$ cat src/rtl/rfo_pkg.sv
package rfo_pkg;
    localparam int unsigned POS_W      = 9;
    localparam int unsigned POS_STEP   = 2;
    localparam int unsigned FRAME_BITS = (1 << POS_W) / POS_STEP;

    typedef logic [POS_W-1:0] pos_t;

    typedef struct packed {
        pos_t cnt;
    } cnt_state_t;

    typedef struct packed {
        logic mark;
        logic oe;
    } mark_state_t;
endpackage

$ cat src/rtl/rfo_counter.sv
module rfo_counter
    import rfo_pkg::*;
#(
    parameter int unsigned W    = POS_W,
    parameter int unsigned STEP = POS_STEP
) (
    input  logic         clk,
    input  logic         rst,
    input  logic         load_en,
    input  logic [W-1:0] load_val,
    output logic [W-1:0] cnt_q_o,
    output logic [W-1:0] cnt_d_o
);
    localparam logic [W-1:0] INC = W'(STEP);

    logic [W-1:0] cnt_d, cnt_q;

    always_comb begin
        cnt_d = cnt_q + INC;
        if (load_en) begin
            cnt_d = load_val;
        end
        if (rst) begin
            cnt_d = '0;
        end
    end

    always_ff @(posedge clk) begin
        cnt_q <= cnt_d;
    end

    assign cnt_q_o = cnt_q;
    assign cnt_d_o = cnt_d;
endmodule

$ cat src/rtl/rfo_marker.sv
module rfo_marker
    import rfo_pkg::*;
#(
    parameter int unsigned W = POS_W
) (
    input  logic         clk,
    input  logic         rst,
    input  logic         mode,
    input  logic [W-1:0] cnt_next,
    input  logic [W-1:0] offset,
    output logic         mark_o,
    output logic         oe_o
);
    mark_state_t st_d, st_q;

    always_comb begin
        st_d.oe   = mode;
        st_d.mark = mode && (cnt_next == offset);
        if (rst) begin
            st_d = '0;
        end
    end

    always_ff @(posedge clk) begin
        st_q <= st_d;
    end

    assign mark_o = st_q.mark;
    assign oe_o   = st_q.oe;
endmodule

$ cat src/rtl/rx_frame_pos_counter.sv
module rx_frame_pos_counter
    import rfo_pkg::*;
(
    input  logic             clk,
    input  logic             rst,
    input  logic [POS_W-1:0] offset_i,
    input  logic             marker_mode_i,
    input  logic             sync_i,
    output logic             marker_o,
    output logic             marker_oe_o,
    output logic [POS_W-1:0] count_o
);
    logic             load_en;
    logic [POS_W-1:0] cnt_next;

    // A sync pulse only loads while the shared pin is an input.
    assign load_en = !marker_mode_i && sync_i;

    rfo_counter #(.W(POS_W), .STEP(POS_STEP)) u_cnt (
        .clk      (clk),
        .rst      (rst),
        .load_en  (load_en),
        .load_val (offset_i),
        .cnt_q_o  (count_o),
        .cnt_d_o  (cnt_next)
    );

    rfo_marker #(.W(POS_W)) u_mark (
        .clk      (clk),
        .rst      (rst),
        .mode     (marker_mode_i),
        .cnt_next (cnt_next),
        .offset   (offset_i),
        .mark_o   (marker_o),
        .oe_o     (marker_oe_o)
    );
endmodule

$ cat config.mk
export PLATFORM = sky130hd
export DESIGN_NAME = rx_frame_pos_counter
export DESIGN_NICKNAME = d
export VERILOG_FILES = /design/src/rtl/rfo_pkg.sv /design/src/rtl/rfo_counter.sv /design/src/rtl/rfo_marker.sv /design/src/rtl/rx_frame_pos_counter.sv
export SDC_FILE = /design/constraint.sdc
export NUM_CORES = 1
export LEC_CHECK = 0
export ABC_AREA = 1
export BUFFER_PORTS_ARGS = -buffer_cell sky130_fd_sc_hd__buf_2
export CORE_UTILIZATION = 35
export DETAILED_ROUTE_END_ITERATION = 8
export HOLD_SLACK_MARGIN = 0.06
export PLACE_DENSITY = 0.62
export SLEW_MARGIN = 20
export SYNTH_ARGS = -nofsm -noshare
export SYNTH_HDL_FRONTEND = slang
export SYNTH_HIERARCHICAL = 1
export SYNTH_SLANG_ARGS = --single-unit
$ cat constraint.sdc
create_clock -name clk -period 1.7 [get_ports clk]
set_input_delay 0.255 -clock clk [delete_from_list [all_inputs] [get_ports clk]]
set_output_delay 0.255 -clock clk [all_outputs]
set_load 0.01 [all_outputs]
# ---- Yosys cells after proc, flatten, opt, wreduce, memory -nomap -nowiden
# Cells that the tools add are included.
dict set report word_totals {
  register_bits 11
  input_bits 13
  out_inout_bits 11
  elab_cells 10
}
dict set report op_classes {
  addsub 1
  n_reduce_logical 3
  eq_ne 1
  n_mux 2
}
# op n
set op_table {}
lappend op_table {{$mux W9} 2}
lappend op_table {{$add A9 B2 Y9 const B} 1}
lappend op_table {{$eq A9 B9 Y1} 1}
lappend op_table {{$logic_and A1 B1 Y1} 2}
lappend op_table {{$logic_not A1 Y1} 1}

# ---- Logic depth before layout (Yosys ltp)
dict set report depth {
  depth_word 6
  depth_mapped 13
  depth_no_buf 13
}

# ---- Cells and area by module
# The synthesis kept the hierarchy.
# module area_per_inst_um2 seq_area_each_um2 cells_each instances
set modules_own_cells {}
lappend modules_own_cells {rfo_counter 475.5 180.2 73 1}
lappend modules_own_cells {rfo_marker 217.7 40.0 43 1}
lappend modules_own_cells {rx_frame_pos_counter 10.0 0.0 2 1}

# ---- Least setup slack after synthesis
# OpenSTA, ideal clock, no wires.
dict set report synth_path {
  kind {reg2reg}
  from {register u_cnt.cnt_q[1], in the netlist u_cnt/cnt_q_o[1]}
  to {register u_mark.st_q (netlist bit u_mark/mark_o)}
  setup_time_ps 64
  required_time_ps 1636
  path_buffers 0
  slack_ps 189
  path_stages_with_launch 14
  period_less_slack_ps 1511
  t_arrival_ps 1447
  cell_sequence {dfxtp_1 -> ha_1 -> nand3_1 -> nor2_1 -> nand2_1 -> nand2_1 -> nor2_1 -> nor2_1 -> nand2_1 -> inv_1 -> nor2_1 -> nor2_1 -> nand2_1 -> nor2_1}
}
dict set report synth_between {
  elab_chain_cells 5
}
# item line
set synth_lines {}
lappend synth_lines {{start, declared} rfo_counter.sv:16} ;# logic [W-1:0] cnt_d, cnt_q;
lappend synth_lines {{start signal, assigned} rfo_counter.sv:29} ;# cnt_q <= cnt_d;
lappend synth_lines {{$add A9 B2 Y9} rfo_counter.sv:19} ;# cnt_d = cnt_q + INC;
lappend synth_lines {{$mux W9} rfo_counter.sv:20} ;# if (load_en) begin
lappend synth_lines {{$mux W9} rfo_counter.sv:23} ;# if (rst) begin
lappend synth_lines {{via cnt_next[7]} rx_frame_pos_counter.sv:14} ;# logic [POS_W-1:0] cnt_next;
lappend synth_lines {{$eq A9 B9 Y1} rfo_marker.sv:18} ;# st_d.mark = mode && (cnt_next == offset);
lappend synth_lines {{$logic_and A1 B1 Y1} rfo_marker.sv:18}
lappend synth_lines {{end signal, assigned} rfo_marker.sv:25} ;# st_q <= st_d;
lappend synth_lines {{end, declared} rfo_marker.sv:14} ;# mark_state_t st_d, st_q;
# The timed path passes the listed nets, and every way through them passes these cells.
# A chain may end at the register's enable or synchronous reset.

# ---- Final worst setup path
# Same ends and word-level chain as after synthesis.

==> qor.yml <==
setup_path:
  crit_path_required_time_ns: 1.90
  cp_common_cell: "sky130_fd_sc_hd__nand2_1"
  critPathKind: "flop to flop"
  path_cells: "buf_4, nand3_2, or2_0, nand3_1, nand2_1, inv_1, inv_1, nand2_1, nand2_1, nor2_2, nand3_1, nor2_1"
  r2r_slack_ns: 0.14
  crit_path_start_kind: "flop"
  critical_path.slowest_cell: "sky130_fd_sc_hd__dfxtp_1"
  cp_max_fo: 4
  critPathArrivalTime_ns: 1.76
  termination_of_the_worst_setup_path: "u_mark/mark_o"
  timing.critical_path.from: "u_cnt/cnt_q_o[1]"
  slowest_delay_ns: 0.38
  worstReg2RegStart: "u_cnt/cnt_q_o[1]"
  count_of_cells_along_the_worst_register_to_register_path: 12
  endpoint_kind: "flop"
  critical_path.reg2reg.endpoint: "u_mark/mark_o"
sta:
  min_period_ns: 1.56
  finalHoldViolCount: 0
  setup_slack_after_layout_ns: 0.141
  fin_tns_setup_ns: 0
  rsz0062_at_grt: "false"
  setup_viol: 0
  timing.final.crit_share_pct: 91.7
  max_clock_freq_mhz: 641
  final.setup_skew_ns: 0.00728
  report.final.slew_viol_count: 0
  max-slew-margin-rel_pct: 84.1
  least_margin_pin_slew_ns: 0.239
cts:
  cts_setup_buffers: 0
  post_cts_hold_buffer_count: 0
  insertion_delay_ns: 0.27
  h_tree_levels: 1
  clock_sink_count: 11
  clockBufferDepth: 2
  cts_tree: "yes"
  cts-buffers-inserted: 3
  ctsRootBufferMaster: "sky130_fd_sc_hd__clkbuf_4"
  cts.reportedPaths.clkPinSlew_ns: 0.08
  cts-resized-gates: 0
synth:
  synth_top_area_cell: "sky130_fd_sc_hd__dfxtp_1"
  synthDominantCellAreaShare_pct: 31.3
  ys_seq_elements: 11
  ys_warn_count: 6
  netlist_instances: 118
  synthFlopType: "sky130_fd_sc_hd__dfxtp_1"
  yosys-top-cells-count: "sky130_fd_sc_hd__nor2_1, sky130_fd_sc_hd__nand2_1, sky130_fd_sc_hd__inv_1, sky130_fd_sc_hd__dfxtp_1, sky130_fd_sc_hd__o21ai_0"
  syn_area_um2: 703
  post_synth_num_cell_types: 15
  synth.net_count: 132
  synth-async-reset-ratio_pct: 0
  syn_avg_cell_area_um2: 5.96
  synth.most_common_cell: "sky130_fd_sc_hd__nor2_1"
  synth-edff-count: 0
  yosysSeqAreaShare_pct: 31.3
  cells_taking_the_most_area_after_synthesis: "sky130_fd_sc_hd__dfxtp_1, sky130_fd_sc_hd__nor2_1, sky130_fd_sc_hd__nand2_1, sky130_fd_sc_hd__inv_1, sky130_fd_sc_hd__o21ai_0"
place:
  finalWeightedCongestion: 0.796
  dp.final_hpwl_um: 1240
  place_worst_setup_slack_ns: 0.0985
  placement.cell_area_um2: 845
  number_of_buffers_inserted_by_port_buffering: 23
global_routing:
  number_of_global_route_vias_before_repair: 647
  grt.overflow.total: 0
  first_pass_grt_wire_length_um: 2610
  globalRouteTotalUtil_pct: 17.3
  grt_start_max_net_pins: 15
  initial_antenna_violation_count: 0
route:
  vias: 745
  drt_wl_total_um: 1580
  iteration_count_of_the_initial_detailed_routing_pass: 4
  first_iter_violations: 17
  remaining_drc_errors: 0
  avgViaCountPerCell: 4.36
  wire_per_inst_um: 9.26
  ant_nets: 0
floorplan:
  floorplan.die_area_um2: 2190
  die_h_um: 46.8
  placement_rows: 15
  floorplan.initialDensity_pct: 39.0
  floorplan.core_area_um2: 1800
  die_w_um: 46.8
  io_pins: 24
power_and_ir_drop:
  total_switching_power_mw: 0.201
  power.static_leakage_nw: 0.495
  pwr-share-clk_pct: 29.2
  seqPwrFrac_pct: 46.6
  power.internal_mw: 0.432
  power_density_nw_per_um2: 711
  power.switching_fraction_pct: 31.7
  p_comb_share_pct: 24.2
  power.ir.vdd_worst_v: 0.000262
final_layout:
  final_layout_size_suffix_gt1_share_pct: 26.0
  final_area_um2: 890
  number_of_antenna_diodes: 0
  layout.filler_cells: 202
  area_growth_pct: 26.5
  post-route-util_pct: 49.4
  nNetsFinal: 161
flow_run:
  max-cap-violations: 0
status:
  status: "finished, final reports clean"
hold_path:
  worst_hold_path_type: "input pin to flop"
layout by cell type, fill, tap and decap left out, drive strengths merged:
| cell type | Yosys | layout |
|---|---|---|
| o21ai | 7 | 7 |
| nand2 | 29 | 29 |
| nor2 | 35 | 35 |
| dfxtp | 11 | 11 |
| clkbuf | 0 | 4 |
| clkinv | 1 | 1 |
| nand3 | 6 | 6 |
| ha | 1 | 1 |
| xor2 | 4 | 4 |
| inv | 20 | 20 |
| buf | 1 | 25 |
| or2 | 1 | 1 |
| a21oi | 2 | 2 |
sequential cells by signal, indices dropped and copies added (netlist names):
name,count
u_cnt/cnt_q_o,9
u_mark/mark_o,1
u_mark/oe_o,1
power groups by stage:
stage	clock [mW]	combinational, mW	sequential (mW)
finish	0.185	0.153	0.295
CTS	0.192	0.149	0.293
floorplan	0	0.0863	0.307
global route	0.202	0.177	0.298
global placement	0	0.147	0.298
detailed placement	0	0.148	0.299
layer usage:
layer / track usage, % / routed length [um] / vias to the layer above
li1: - / - / 406
met1: 20.9 / 725 / 316
met2: 28.3 / 751 / 21
met3: 4.62 / 93 / 2
met4: 8.57 / 14 / 0
met5: 0 / 0 / -
per-stage QoR:
| step | hold WS [ns] | std cells | power [mW] |
|---|---|---|---|
| floorplan | 0.328 | 118 | 0.393 |
| global placement | 0.508 | 167 | 0.445 |
| detailed placement | 0.513 | 167 | 0.447 |
| CTS | 0.215 | 171 | 0.634 |
| global route | 0.220 | 171 | 0.677 |
| finish | 0.218 | 171 | 0.633 |
worst min-delay path by stage:
| stage | start | endpoint | slack (ns) | cells past startpoint |
|---|---|---|---|---|
| after global placement | rst | u_mark/oe_o | 0.51 | 2 |
| final | rst | u_mark/oe_o | 0.22 | 2 |
| after floorplan | rst | u_mark/oe_o | 0.33 | 1 |
| after global routing | rst | u_mark/oe_o | 0.22 | 2 |
| after detailed placement | rst | u_mark/oe_o | 0.51 | 2 |
| after CTS | rst | u_mark/oe_o | 0.21 | 2 |
logic make-up after synthesis:
| group | count (synthesis) | synth area share [%] |
|---|---|---|
| and+or+nand+nor | 71 | 41.5 |
| xor gates and xnor gates | 4 | 4.98 |
| AOI/OAI and AO/OA | 9 | 6.41 |
| DFF | 11 | 31.3 |
| buffers and inverters | 22 | 14.1 |
| adders and majority gates | 1 | 1.78 |
critical path: cells and delay by family (launching register included):
| kind | cells | cell delay, ns |
|---|---|---|
| buffers and inverters | 3 | 0.29 |
| and+or+nand+nor | 9 | 0.84 |
| DFF | 1 | 0.38 |
area by class of cell:
cell class	instances	area [um2]	share of cell area (%)
clock buffers	4	26.3	2.95
flip-flops and latches	11	221	24.9
multi-input cells	85	402	45.1
well taps	25	31.3	3.52
repair buffers	25	130	14.6
inverters	21	78.8	8.86
(Power assumes the default switching activity.)
